## src/rtl/fbf_pkg.sv

```systemverilog
package fbf_pkg;
  typedef enum logic [1:0] {
    REG_CTRL = 2'd0,
    REG_ADDR = 2'd1,
    REG_FIFO = 2'd2,
    REG_MUX  = 2'd3
  } regSel_e;

  typedef enum logic [1:0] {
    FS_IDLE  = 2'd0,
    FS_ISSUE = 2'd1,
    FS_WAIT  = 2'd2
  } fetchState_e;

  // strobes from control to datapath
  typedef struct packed {
    logic push;
    logic pushFromFlash;
    logic pop;
    logic flush;
  } fifoStrobe_t;

  localparam int MODE_BIT  = 0;
  localparam int BUSY_BIT  = 1;
  localparam int OVF_BIT   = 2;
  localparam int CNT_LSB   = 8;
  localparam int CNT_W     = 8;
  localparam int SPACE_LSB = 16;
  localparam int OWNER_LSB = 8;
endpackage

```

## src/rtl/fbf_datapath.sv

```systemverilog
module fbf_datapath
  import fbf_pkg::*;
#(
  parameter int DEPTH  = 32,
  parameter int DATA_W = 32,
  localparam int PTR_W = (DEPTH > 1) ? $clog2(DEPTH) : 1,
  localparam int CW    = $clog2(DEPTH + 1)
) (
  input  logic              clk,
  input  logic              rst,
  input  fifoStrobe_t       stb,
  input  logic [DATA_W-1:0] hostData,
  input  logic [DATA_W-1:0] flashData,
  output logic [DATA_W-1:0] headWord,
  output logic              empty,
  output logic              full,
  output logic [CW-1:0]     fill
);
  localparam logic [PTR_W-1:0] LAST_PTR = PTR_W'(DEPTH - 1);
  localparam logic [CW-1:0]    DEPTH_C  = CW'(DEPTH);

  logic [DATA_W-1:0] mem [DEPTH];
  logic [PTR_W-1:0]  wrPtr, rdPtr;
  logic [DATA_W-1:0] pushData;

  assign pushData = stb.pushFromFlash ? flashData : hostData;
  assign empty    = (fill == '0);
  assign full     = (fill == DEPTH_C);
  assign headWord = mem[rdPtr];

  always_ff @(posedge clk) begin
    if (stb.push && !stb.flush) mem[wrPtr] <= pushData;
  end

  always_ff @(posedge clk) begin
    if (rst || stb.flush) begin
      wrPtr <= '0;
      rdPtr <= '0;
      fill  <= '0;
    end else begin
      if (stb.push) wrPtr <= (wrPtr == LAST_PTR) ? '0 : wrPtr + PTR_W'(1);
      if (stb.pop)  rdPtr <= (rdPtr == LAST_PTR) ? '0 : rdPtr + PTR_W'(1);
      case ({stb.push, stb.pop})
        2'b10:   fill <= fill + CW'(1);
        2'b01:   fill <= fill - CW'(1);
        default: fill <= fill;
      endcase
    end
  end

  assert_no_overflow_R7: assert property (@(posedge clk) disable iff (rst)
    stb.push |-> !full);
  assert_fill_bound_R7: assert property (@(posedge clk) disable iff (rst)
    fill <= DEPTH_C);
  assert_no_empty_pop_R5: assert property (@(posedge clk) disable iff (rst)
    stb.pop |-> !empty);
endmodule

```

## src/rtl/fbf_ctrl.sv

```systemverilog
module fbf_ctrl
  import fbf_pkg::*;
#(
  parameter int DEPTH  = 32,
  parameter int ADDR_W = 24,
  parameter int DATA_W = 32,
  localparam int CW    = $clog2(DEPTH + 1)
) (
  input  logic              clk,
  input  logic              rst,
  input  logic              hostWrEn,
  input  logic              hostRdEn,
  input  logic [1:0]        hostAddr,
  input  logic [DATA_W-1:0] hostWrData,
  output logic [DATA_W-1:0] hostRdData,
  output logic              flashRdReq,
  output logic [ADDR_W-1:0] flashRdAddr,
  input  logic              flashRdValid,
  output logic              flashWrValid,
  input  logic              flashWrReady,
  output logic              hostOwnsFlash,
  input  logic [DATA_W-1:0] headWord,
  input  logic              empty,
  input  logic              full,
  input  logic [CW-1:0]     fill,
  output fifoStrobe_t       stb
);
  localparam logic [CW-1:0] DEPTH_C = CW'(DEPTH);

  fetchState_e       state;
  logic              readMode, overflow, reqQ, grantQ;
  logic [ADDR_W-1:0] addrReg, fetchAddr;
  logic [CW-1:0]     remaining, clampCnt, spaceWords;
  logic [CNT_W-1:0]  cntField;
  logic ctrlWr, addrWr, muxWr, fifoWr, fifoRd;
  logic startRead, hostPush, hostDrop, flashPush, linkIdle, isIdle;

  assign isIdle    = (state == FS_IDLE);
  assign ctrlWr    = hostWrEn && (hostAddr == REG_CTRL);
  assign addrWr    = hostWrEn && (hostAddr == REG_ADDR);
  assign muxWr     = hostWrEn && (hostAddr == REG_MUX);
  assign fifoWr    = hostWrEn && (hostAddr == REG_FIFO) && isIdle;
  assign fifoRd    = hostRdEn && (hostAddr == REG_FIFO);
  assign cntField  = hostWrData[CNT_LSB +: CNT_W];
  assign clampCnt  = (32'(cntField) > DEPTH) ? DEPTH_C : CW'(cntField);
  assign startRead = ctrlWr && isIdle && hostWrData[MODE_BIT] && (cntField != '0);
  assign hostPush  = fifoWr && !full;
  assign hostDrop  = fifoWr && full;
  assign flashPush = (state == FS_WAIT) && flashRdValid;
  assign spaceWords = DEPTH_C - fill;

  assign flashRdReq   = (state == FS_ISSUE);
  assign flashRdAddr  = fetchAddr;
  assign flashWrValid = !empty && !readMode && isIdle;
  assign linkIdle     = isIdle && !flashWrValid;
  assign hostOwnsFlash = grantQ;

  always_comb begin
    stb               = '0;
    stb.flush         = startRead;
    stb.push          = flashPush || hostPush;
    stb.pushFromFlash = (state == FS_WAIT);
    stb.pop           = (fifoRd && !empty) || (flashWrValid && flashWrReady);
  end

  always_comb begin
    hostRdData = '0;
    case (hostAddr)
      REG_CTRL: begin
        hostRdData[MODE_BIT] = readMode;
        hostRdData[BUSY_BIT] = !isIdle;
        hostRdData[OVF_BIT]  = overflow;
        hostRdData[SPACE_LSB +: CW] = spaceWords;
      end
      REG_ADDR: hostRdData[ADDR_W-1:0] = addrReg;
      REG_FIFO: hostRdData = empty ? '0 : headWord;
      default: begin
        hostRdData[0] = reqQ;
        hostRdData[OWNER_LSB +: 2] = grantQ ? 2'b01 : 2'b00;
      end
    endcase
  end

  always_ff @(posedge clk) begin
    if (rst) begin
      state     <= FS_IDLE;
      readMode  <= 1'b0;
      overflow  <= 1'b0;
      reqQ      <= 1'b0;
      grantQ    <= 1'b0;
      addrReg   <= '0;
      fetchAddr <= '0;
      remaining <= '0;
    end else begin
      if (addrWr) addrReg <= hostWrData[ADDR_W-1:0];
      if (ctrlWr && isIdle) readMode <= hostWrData[MODE_BIT];
      if (hostDrop) overflow <= 1'b1;
      if (muxWr) reqQ <= hostWrData[0];
      grantQ <= reqQ && (grantQ || linkIdle);
      case (state)
        FS_IDLE: if (startRead) begin
          state     <= FS_ISSUE;
          fetchAddr <= addrReg;
          remaining <= clampCnt;
        end
        FS_ISSUE: state <= FS_WAIT;
        default: if (flashRdValid) begin
          remaining <= remaining - CW'(1);
          fetchAddr <= fetchAddr + ADDR_W'(1);
          state     <= (remaining == CW'(1)) ? FS_IDLE : FS_ISSUE;
        end
      endcase
    end
  end

  assert_single_req_R3: assert property (@(posedge clk) disable iff (rst)
    flashRdReq |=> !flashRdReq);
  assert_clamp_R4: assert property (@(posedge clk) disable iff (rst)
    !isIdle |-> (remaining != '0 && remaining <= DEPTH_C));
  assert_busy_ignore_R6: assert property (@(posedge clk) disable iff (rst)
    (!isIdle && ctrlWr) |=> $stable(readMode));
  assert_grant_idle_R9: assert property (@(posedge clk) disable iff (rst)
    $rose(grantQ) |-> $past(linkIdle));
  assert_release_R9: assert property (@(posedge clk) disable iff (rst)
    !reqQ |=> !grantQ);
endmodule

```

## src/rtl/flash_fifo_bridge.sv

```systemverilog
module flash_fifo_bridge
  import fbf_pkg::*;
#(
  parameter int DEPTH  = 32,
  parameter int ADDR_W = 24,
  parameter int DATA_W = 32
) (
  input  logic              clk,
  input  logic              rst,
  input  logic              hostWrEn,
  input  logic              hostRdEn,
  input  logic [1:0]        hostAddr,
  input  logic [DATA_W-1:0] hostWrData,
  output logic [DATA_W-1:0] hostRdData,
  output logic              flashRdReq,
  output logic [ADDR_W-1:0] flashRdAddr,
  input  logic              flashRdValid,
  input  logic [DATA_W-1:0] flashRdData,
  output logic              flashWrValid,
  output logic [DATA_W-1:0] flashWrData,
  input  logic              flashWrReady,
  output logic              hostOwnsFlash
);
  localparam int CW = $clog2(DEPTH + 1);

  fifoStrobe_t       stb;
  logic [DATA_W-1:0] headWord;
  logic              empty, full;
  logic [CW-1:0]     fill;

  assign flashWrData = headWord;

  fbf_ctrl #(.DEPTH(DEPTH), .ADDR_W(ADDR_W), .DATA_W(DATA_W)) u_ctrl (
    .clk(clk), .rst(rst),
    .hostWrEn(hostWrEn), .hostRdEn(hostRdEn), .hostAddr(hostAddr),
    .hostWrData(hostWrData), .hostRdData(hostRdData),
    .flashRdReq(flashRdReq), .flashRdAddr(flashRdAddr), .flashRdValid(flashRdValid),
    .flashWrValid(flashWrValid), .flashWrReady(flashWrReady),
    .hostOwnsFlash(hostOwnsFlash),
    .headWord(headWord), .empty(empty), .full(full), .fill(fill), .stb(stb)
  );

  fbf_datapath #(.DEPTH(DEPTH), .DATA_W(DATA_W)) u_datapath (
    .clk(clk), .rst(rst), .stb(stb),
    .hostData(hostWrData), .flashData(flashRdData),
    .headWord(headWord), .empty(empty), .full(full), .fill(fill)
  );
endmodule

```

## config.mk

```make
export PLATFORM = sky130hd
export DESIGN_NAME = flash_fifo_bridge
export DESIGN_NICKNAME = d
export VERILOG_FILES = /design/src/rtl/fbf_pkg.sv /design/src/rtl/fbf_datapath.sv /design/src/rtl/fbf_ctrl.sv /design/src/rtl/flash_fifo_bridge.sv
export SDC_FILE = /design/constraint.sdc
export NUM_CORES = 1
export LEC_CHECK = 0
export CAP_MARGIN = 20
export CORE_MARGIN = 2
export CORE_UTILIZATION = 51
export DETAILED_ROUTE_END_ITERATION = 8
export GPL_TIMING_DRIVEN = 0
export PLACE_DENSITY = 0.67
export SYNTH_ARGS = -nofsm -noshare
export SYNTH_HDL_FRONTEND = slang
export SYNTH_SLANG_ARGS = --single-unit
```

## constraint.sdc

```tcl
create_clock -name clk -period 5 [get_ports clk]
set_clock_uncertainty 0.2 [all_clocks]
set_input_delay 1 -clock clk [delete_from_list [all_inputs] [get_ports clk]]
set_output_delay 1 -clock clk [all_outputs]
set_load 0.01 [all_outputs]
```

-- Yosys cells after proc, flatten, opt, wreduce, memory -nomap -nowiden
Memory sizes are Yosys's and may differ from the RTL's. A register that Yosys moved wholly into a read port is not among the register bits.
Cells that the tools add are included.
W data, S select, Z words.
- memories kept: 1
- bits in writable memories: 1024
- register bits after elaboration: 76
- output and inout bits: 91
- add/subtract/negate cells: 7
- multiplexer cells: 29
- reductions and logical operators: 38
- eq/ne operators: 12
- bitwise gates (word level): 1
- $lt $le $gt $ge: 1
- memories (name ; depth ; bits a word ; read ports ; clocked after memory_dff ; wr ports ; line ; RTL):
    u_datapath.mem ; 32 ; 32 ; 1 ; 1 ; 1 ; fbf_datapath.sv:22 ; logic [DATA_W-1:0] mem [DEPTH];
- operator list (operator ; count):
    $mux W32 ; 2
    $mux W24 ; 2
    $pmux W24 S2 ; 1
    $pmux W6 S2 ; 3
    $add A24 B1 Y24 const B ; 1
    $mux W5 ; 4
    $logic_and A1 B1 Y1 ; 19
    $mux W6 ; 3
    $pmux W6 S3 ; 1
    $pmux W2 S3 ; 2
    $sub A6 B1 Y6 const B ; 2
    $add A5 B1 Y5 const B ; 2
    $eq A5 B5 Y1 const B ; 2
    $pmux W5 S2 ; 1
    $eq A2 B2 Y1 const B ; 4
    $gt A8 B6 Y1 const B ; 1
    $mux W8 ; 1
    $pmux W2 S2 ; 2
    $reduce_bool A8 Y1 ; 1
    $add A6 B1 Y6 const B ; 1
    $eq A2 B1 Y1 const B ; 3
    $eq A6 B1 Y1 const B ; 1
    $eq A6 B6 Y1 const B ; 1
    $logic_not A1 Y1 ; 6
    13 further kinds ; 22

-- Longest topological paths before layout
- depth in word-level cells: 9
- mapped depth: 17

-- Hierarchy
From an unflattened synthesis, not the netlist that was laid out.
- cells, all modules: 2592
- area, all modules: 44476.4 µm²
- by module, submodules not included (module ; cells an instance ; times used ; area each (µm²)):
    fbf_datapath ; 2090 ; 1 ; 40764.1
    fbf_ctrl ; 502 ; 1 ; 3712.3

-- Worst setup path before layout
No wires, ideal clock.
- path type: input to register
- from: input port hostWrData[13]
- to: memory u_datapath.mem[29][0] (enable)
- arrival time: 3283 ps
- slack: 1096 ps
- library setup time: 421 ps
- required time: 4379 ps
- stages on the path: 5
- path buffers: 0
- cell sequence: nor3_1 -> nand3_1 -> nand2_1 -> nand3_1 -> nor2_1
- word-level cells in the longest chain between the ends: 6
- RTL lines (item ; line ; RTL):
    start, declared ; flash_fifo_bridge.sv:13 ; input logic [DATA_W-1:0] hostWrData,
    $reduce_bool A8 Y1 ; fbf_ctrl.sv:46 ; assign startRead = ctrlWr && isIdle && hostWrData[MODE_BIT] && (cntField != '0);
    $logic_and A1 B1 Y1 ; fbf_ctrl.sv:46 ;
    $logic_not A1 Y1 ; fbf_datapath.sv:32 ; if (stb.push && !stb.flush) mem[wrPtr] <= pushData;
    $logic_and A1 B1 Y1 ; fbf_datapath.sv:32 ;
    $mux W1 ; fbf_datapath.sv:32 ;
    $mux W1 (not written as such) ; fbf_datapath.sv:32 ;
    end, declared ; fbf_datapath.sv:22 ;
No other way between the ends.

==> impl_metrics.sql <==
INSERT INTO impl_metrics (metric_group, metric, value, unit) VALUES
('clock_tree', 'cts_root_buf', 'sky130_fd_sc_hd__clkbuf_16', ''),
('floorplan', 'core.rowCount', '107', ''),
('critical_path', 'worst_path_largest_cell_delay', '0.58', 'ns'),
('layout', 'flow.area_growth_from_synthesis', '18.00', '%'),
('power', 'share_comb_of_total_power', '0.125', ''),
('clock_tree', 'cts_buffers', '108', ''),
('drt', 'route.final.wire_length', '124.1', 'mm'),
('synth', 'synth.yosys.warnings', '0', ''),
('timing', 'unrepaired_setup_endpoints_after_global_routing', 'no', ''),
('clock_tree', 'cts_tree', 'yes', ''),
('power', 'powerDensity', '400.4', 'mW/mm^2'),
('worst_hold_path', 'end_point_of_the_worst_hold_path', 'u_ctrl.hostOwnsFlash', ''),
('synth', 'xor_xnor_share_of_the_synthesized_area', '0.001588', ''),
('drt', 'route.vias.total', '24815', ''),
('critical_path', 'worstSetupStartpointType', 'register', ''),
('timing', 'worst_slew_margin_rel', '0.2953', ''),
('worst_hold_path', 'min-delay-path-class', 'reg -> reg', ''),
('clock_tree', 'number_of_buffers_on_the_longest_clock_path', '3', ''),
('clock_tree', 'cts.sink_count', '1105', ''),
('layout', 'design.final.nets', '2727', ''),
('global_route', 'antenna_violations_before_repair', '1', ''),
('worst_hold_path', 'hold_path.startpoint', 'u_ctrl.reqQ', ''),
('drt', 'drcViolationCount', '0', ''),
('global_route', 'grt_start_max_net_pins', '33', ''),
('drt', 'first_iter_violations', '3312', ''),
('drt', 'viasPerCell', '6.409', ''),
('critical_path', 'path_buf_inv', '5', ''),
('place', 'detailedPlacementHpwl', '82.97', 'mm'),
('synth', 'synth_async_sr_flop_share', '0', ''),
('status', 'status', 'complete, no violations', ''),
('layout', 'final_design_area_no_fill', '0.05207', 'mm^2'),
('floorplan', 'die_width', '298.2', 'um'),
('power', 'pwr-share-seq', '0.491', ''),
('synth', 'avgSynthCellArea', '19.04', 'um^2'),
('critical_path', 'timing.setup.critical_path_class', 'reg -> out', ''),
('critical_path', 'timing.critical_path.required', '3.80', 'ns'),
('global_route', 'globalRouteTotalUtil', '0.2790', ''),
('drt', 'drt-wirelength-per-cell', '32.04', 'um'),
('job', 'max_cap_violations', '0', ''),
('global_route', 'first_pass_grt_wire_length', '176.1', 'mm'),
('place', 'port_buffers', '161', ''),
('clock_tree', 'worst_skew_pair.late_latency', '0.67', 'ns'),
('timing', 'finalMaxSlewViolations', '0', ''),
('floorplan', 'fp.dieH', '298.2', 'um'),
('floorplan', 'ios', '163', ''),
('timing', 'hold_viol_final', '0', ''),
('layout', 'drive_above_1_share', '0.2401', ''),
('critical_path', 'critical_path.endpoint_type', 'primary output', ''),
('synth', 'synth_top_family_by_area', 'multiplexers', ''),
('place', 'gp_routability_congestion', '0.9226', ''),
('timing', 'fmax', '203.6', 'MHz'),
('synth', 'synthMuxAreaShare', '0.1459', ''),
('clock_tree', 'htree_num_levels', '3', ''),
('place', 'dpl_cell_area', '0.04837', 'mm^2'),
('worst_hold_path', 'hold-path-cell-count', '1', ''),
('global_route', 'gr-total-overflow', '0', ''),
('layout', 'num_antenna_cells', '0', ''),
('critical_path', 'critPathMostFrequentCell', 'sky130_fd_sc_hd__buf_2', ''),
('synth', 'synth_seq_area_share', '0.7336', ''),
('synth', 'synth.lib_cells_used.distinct', '82', ''),
('synth', 'syn_inst', '2318', ''),
('clock_tree', 'clk_transition_reported_paths', '0.07', 'ns'),
('floorplan', 'initial_utilization', '0.5166', ''),
('critical_path', 'cp_slowest_cell', 'sky130_fd_sc_hd__clkdlybuf4s50_1', ''),
('critical_path', 'crit_path_cell_trace', 'clkbuf_1 -> buf_2 -> nand3b_1 -> buf_2 -> o22ai_1 -> nor4_2 -> clkbuf_4 -> nand2_1 -> o21ai_0 -> clkdlybuf4s50_1', ''),
('drt', 'firstDrtPassIters', '5', ''),
('floorplan', 'core_area', '0.08541', 'mm^2'),
('power', 'leakage_power_summed_over_all_cells', '0.01600', 'uW'),
('drt', 'final_antenna_net_count', '0', ''),
('timing', 'fin_worst_hold_slack', '0.2679', 'ns'),
('critical_path', 'crit_path_max_fanout', '10', '');
-- per-layer routing --
metal / routed length (um) / part of all wire / global-route usage
met2: 58740 / 0.47 / 0.4397
met1: 48260 / 0.39 / 0.3860
met4: 4556 / 0.037 / 0.1066
met5: 0 / 0 / 0
met3: 12490 / 0.10 / 0.05805
-- synth_stat cells, drive strengths merged (11+ instances only) --
cell type | instances | area share
a22oi | 42 | 0.0071
clkbuf | 49 | 0.0045
nor4 | 27 | 0.0066
nand3 | 26 | 0.0029
buf | 89 | 0.017
nand2 | 108 | 0.0092
a21oi | 88 | 0.010
ha | 18 | 0.0051
mux4 | 224 | 0.12
nor3 | 12 | 0.0014
a221oi | 11 | 0.0025
nor2 | 83 | 0.0073
a22o | 17 | 0.0034
a211oi | 11 | 0.0019
mux2i | 82 | 0.019
dfxtp | 81 | 0.037
nor2b | 14 | 0.0020
inv | 18 | 0.0015
edfxtp | 1024 | 0.70
o22ai | 91 | 0.013
mux2 | 48 | 0.012
o21ai | 39 | 0.0045
-- final cells by class --
class                           instances  area [um^2]
Buffer                                138        953.4
Tap cell                             1144         1431
Multi-Input combinational cell       1057        11180
Fill cell                            6117        33340
Timing Repair Buffer                  209         2589
Sequential cell                      1105        32370
Clock buffer                          125         2861
Inverter                               18        67.56
Clock inverter                         76        620.6
-- kinds of logic after synthesis --
group,after synthesis
flip-flops,1105
multiplexers,354
AO/OA/AOI/OAI,347
AND/OR/NAND/NOR,330
buffers and inverters,156
adder cells (fa/ha/maj),18
XOR/XNOR,8
-- layout by cell type (no fill, tap or decap), types with 48 or more instances in the layout --
cell / instances
sky130_fd_sc_hd__clkbuf_1: 53
sky130_fd_sc_hd__clkbuf_16: 112
sky130_fd_sc_hd__a21oi_1: 86
sky130_fd_sc_hd__edfxtp_1: 1024
sky130_fd_sc_hd__mux2_2: 48
sky130_fd_sc_hd__mux2i_1: 82
sky130_fd_sc_hd__clkdlybuf4s50_1: 161
sky130_fd_sc_hd__mux4_2: 215
sky130_fd_sc_hd__dfxtp_1: 80
sky130_fd_sc_hd__o22ai_1: 90
sky130_fd_sc_hd__nand2_1: 107
-- flip-flops by register name, indices dropped and copies added, names as in the netlist, named ones only --
signal,flops
u_datapath.mem,1024
u_ctrl.addrReg,24
u_ctrl.flashRdAddr,24
u_ctrl.remaining,6
u_datapath.fill,6
u_datapath.rdPtr,5
u_datapath.wrPtr,5
u_ctrl.state,2
u_ctrl.hostOwnsFlash,1
u_ctrl.overflow,1
u_ctrl.readMode,1
u_ctrl.reqQ,1
-- worst register-to-register path: stages, from the launching register on --
cell,delay [ns]
sky130_fd_sc_hd__dfxtp_1,0.31
sky130_fd_sc_hd__clkbuf_1,0.23
sky130_fd_sc_hd__inv_1,0.11
sky130_fd_sc_hd__ha_1,0.20
sky130_fd_sc_hd__or4b_1,0.46
sky130_fd_sc_hd__buf_4,0.18
sky130_fd_sc_hd__o2111ai_2,0.17
sky130_fd_sc_hd__nand2_2,0.15
sky130_fd_sc_hd__inv_2,0.18
sky130_fd_sc_hd__ha_1,0.27
sky130_fd_sc_hd__buf_1,0.40
sky130_fd_sc_hd__xor2_1,0.21
sky130_fd_sc_hd__ha_1,0.24
sky130_fd_sc_hd__a21o_1,0.13
sky130_fd_sc_hd__a22oi_1,0.08
sky130_fd_sc_hd__o211a_1,0.23
sky130_fd_sc_hd__or3_1,0.30
sky130_fd_sc_hd__a21oi_1,0.14
-- metrics by stage --
step,TNS [ns],worst slack (ns),instances,power (uW)
3_5_place_dp,-29.63,-0.2120,3666,12970
4_1_cts,0,0.004953,3869,20900
6_report,0,0.08934,3872,20850
5_1_grt,0,0.01143,3872,21400
2_1_floorplan,0,1.096,2318,11990
3_3_place_gp,-2066.08,-2.205,3623,12900
-- how the worst max path moves through the flow --
stage,endpoint,slack (ns),depth (start not counted)
2_1_floorplan,u_datapath.mem[29][0],1.10,5
3_3_place_gp,u_datapath.mem[0][19],-2.21,6
3_5_place_dp,u_datapath.mem[2][31],-0.21,7
4_1_cts,hostRdData[1],0.005,11
5_1_grt,hostRdData[31],0.01,9
6_report,hostRdData[20],0.09,10
-- power groups by stage --
stage	logic (uW)	clock network, uW	registers [uW]
floorplan	1570	0	10400
global placement	2460	0	10400
detailed placement	2530	0	10400
CTS	2580	8070	10200
global route	2760	8390	10200
finish	2610	7990	10200
-- repair_timing --
| item | in CTS | in global routing |
|---|---|---|
| resized for setup | 27 | 6 |
| endpoints found under the setup margin | 33 | 14 |
| cloned | 0 | 0 |
| hold buffers | 0 | 0 |
| pin swaps | 4 | 4 |
| endpoints found under the hold margin | 0 | 0 |
| buffers inserted | 2 | 3 |
Power figures use the tool's default switching activity.
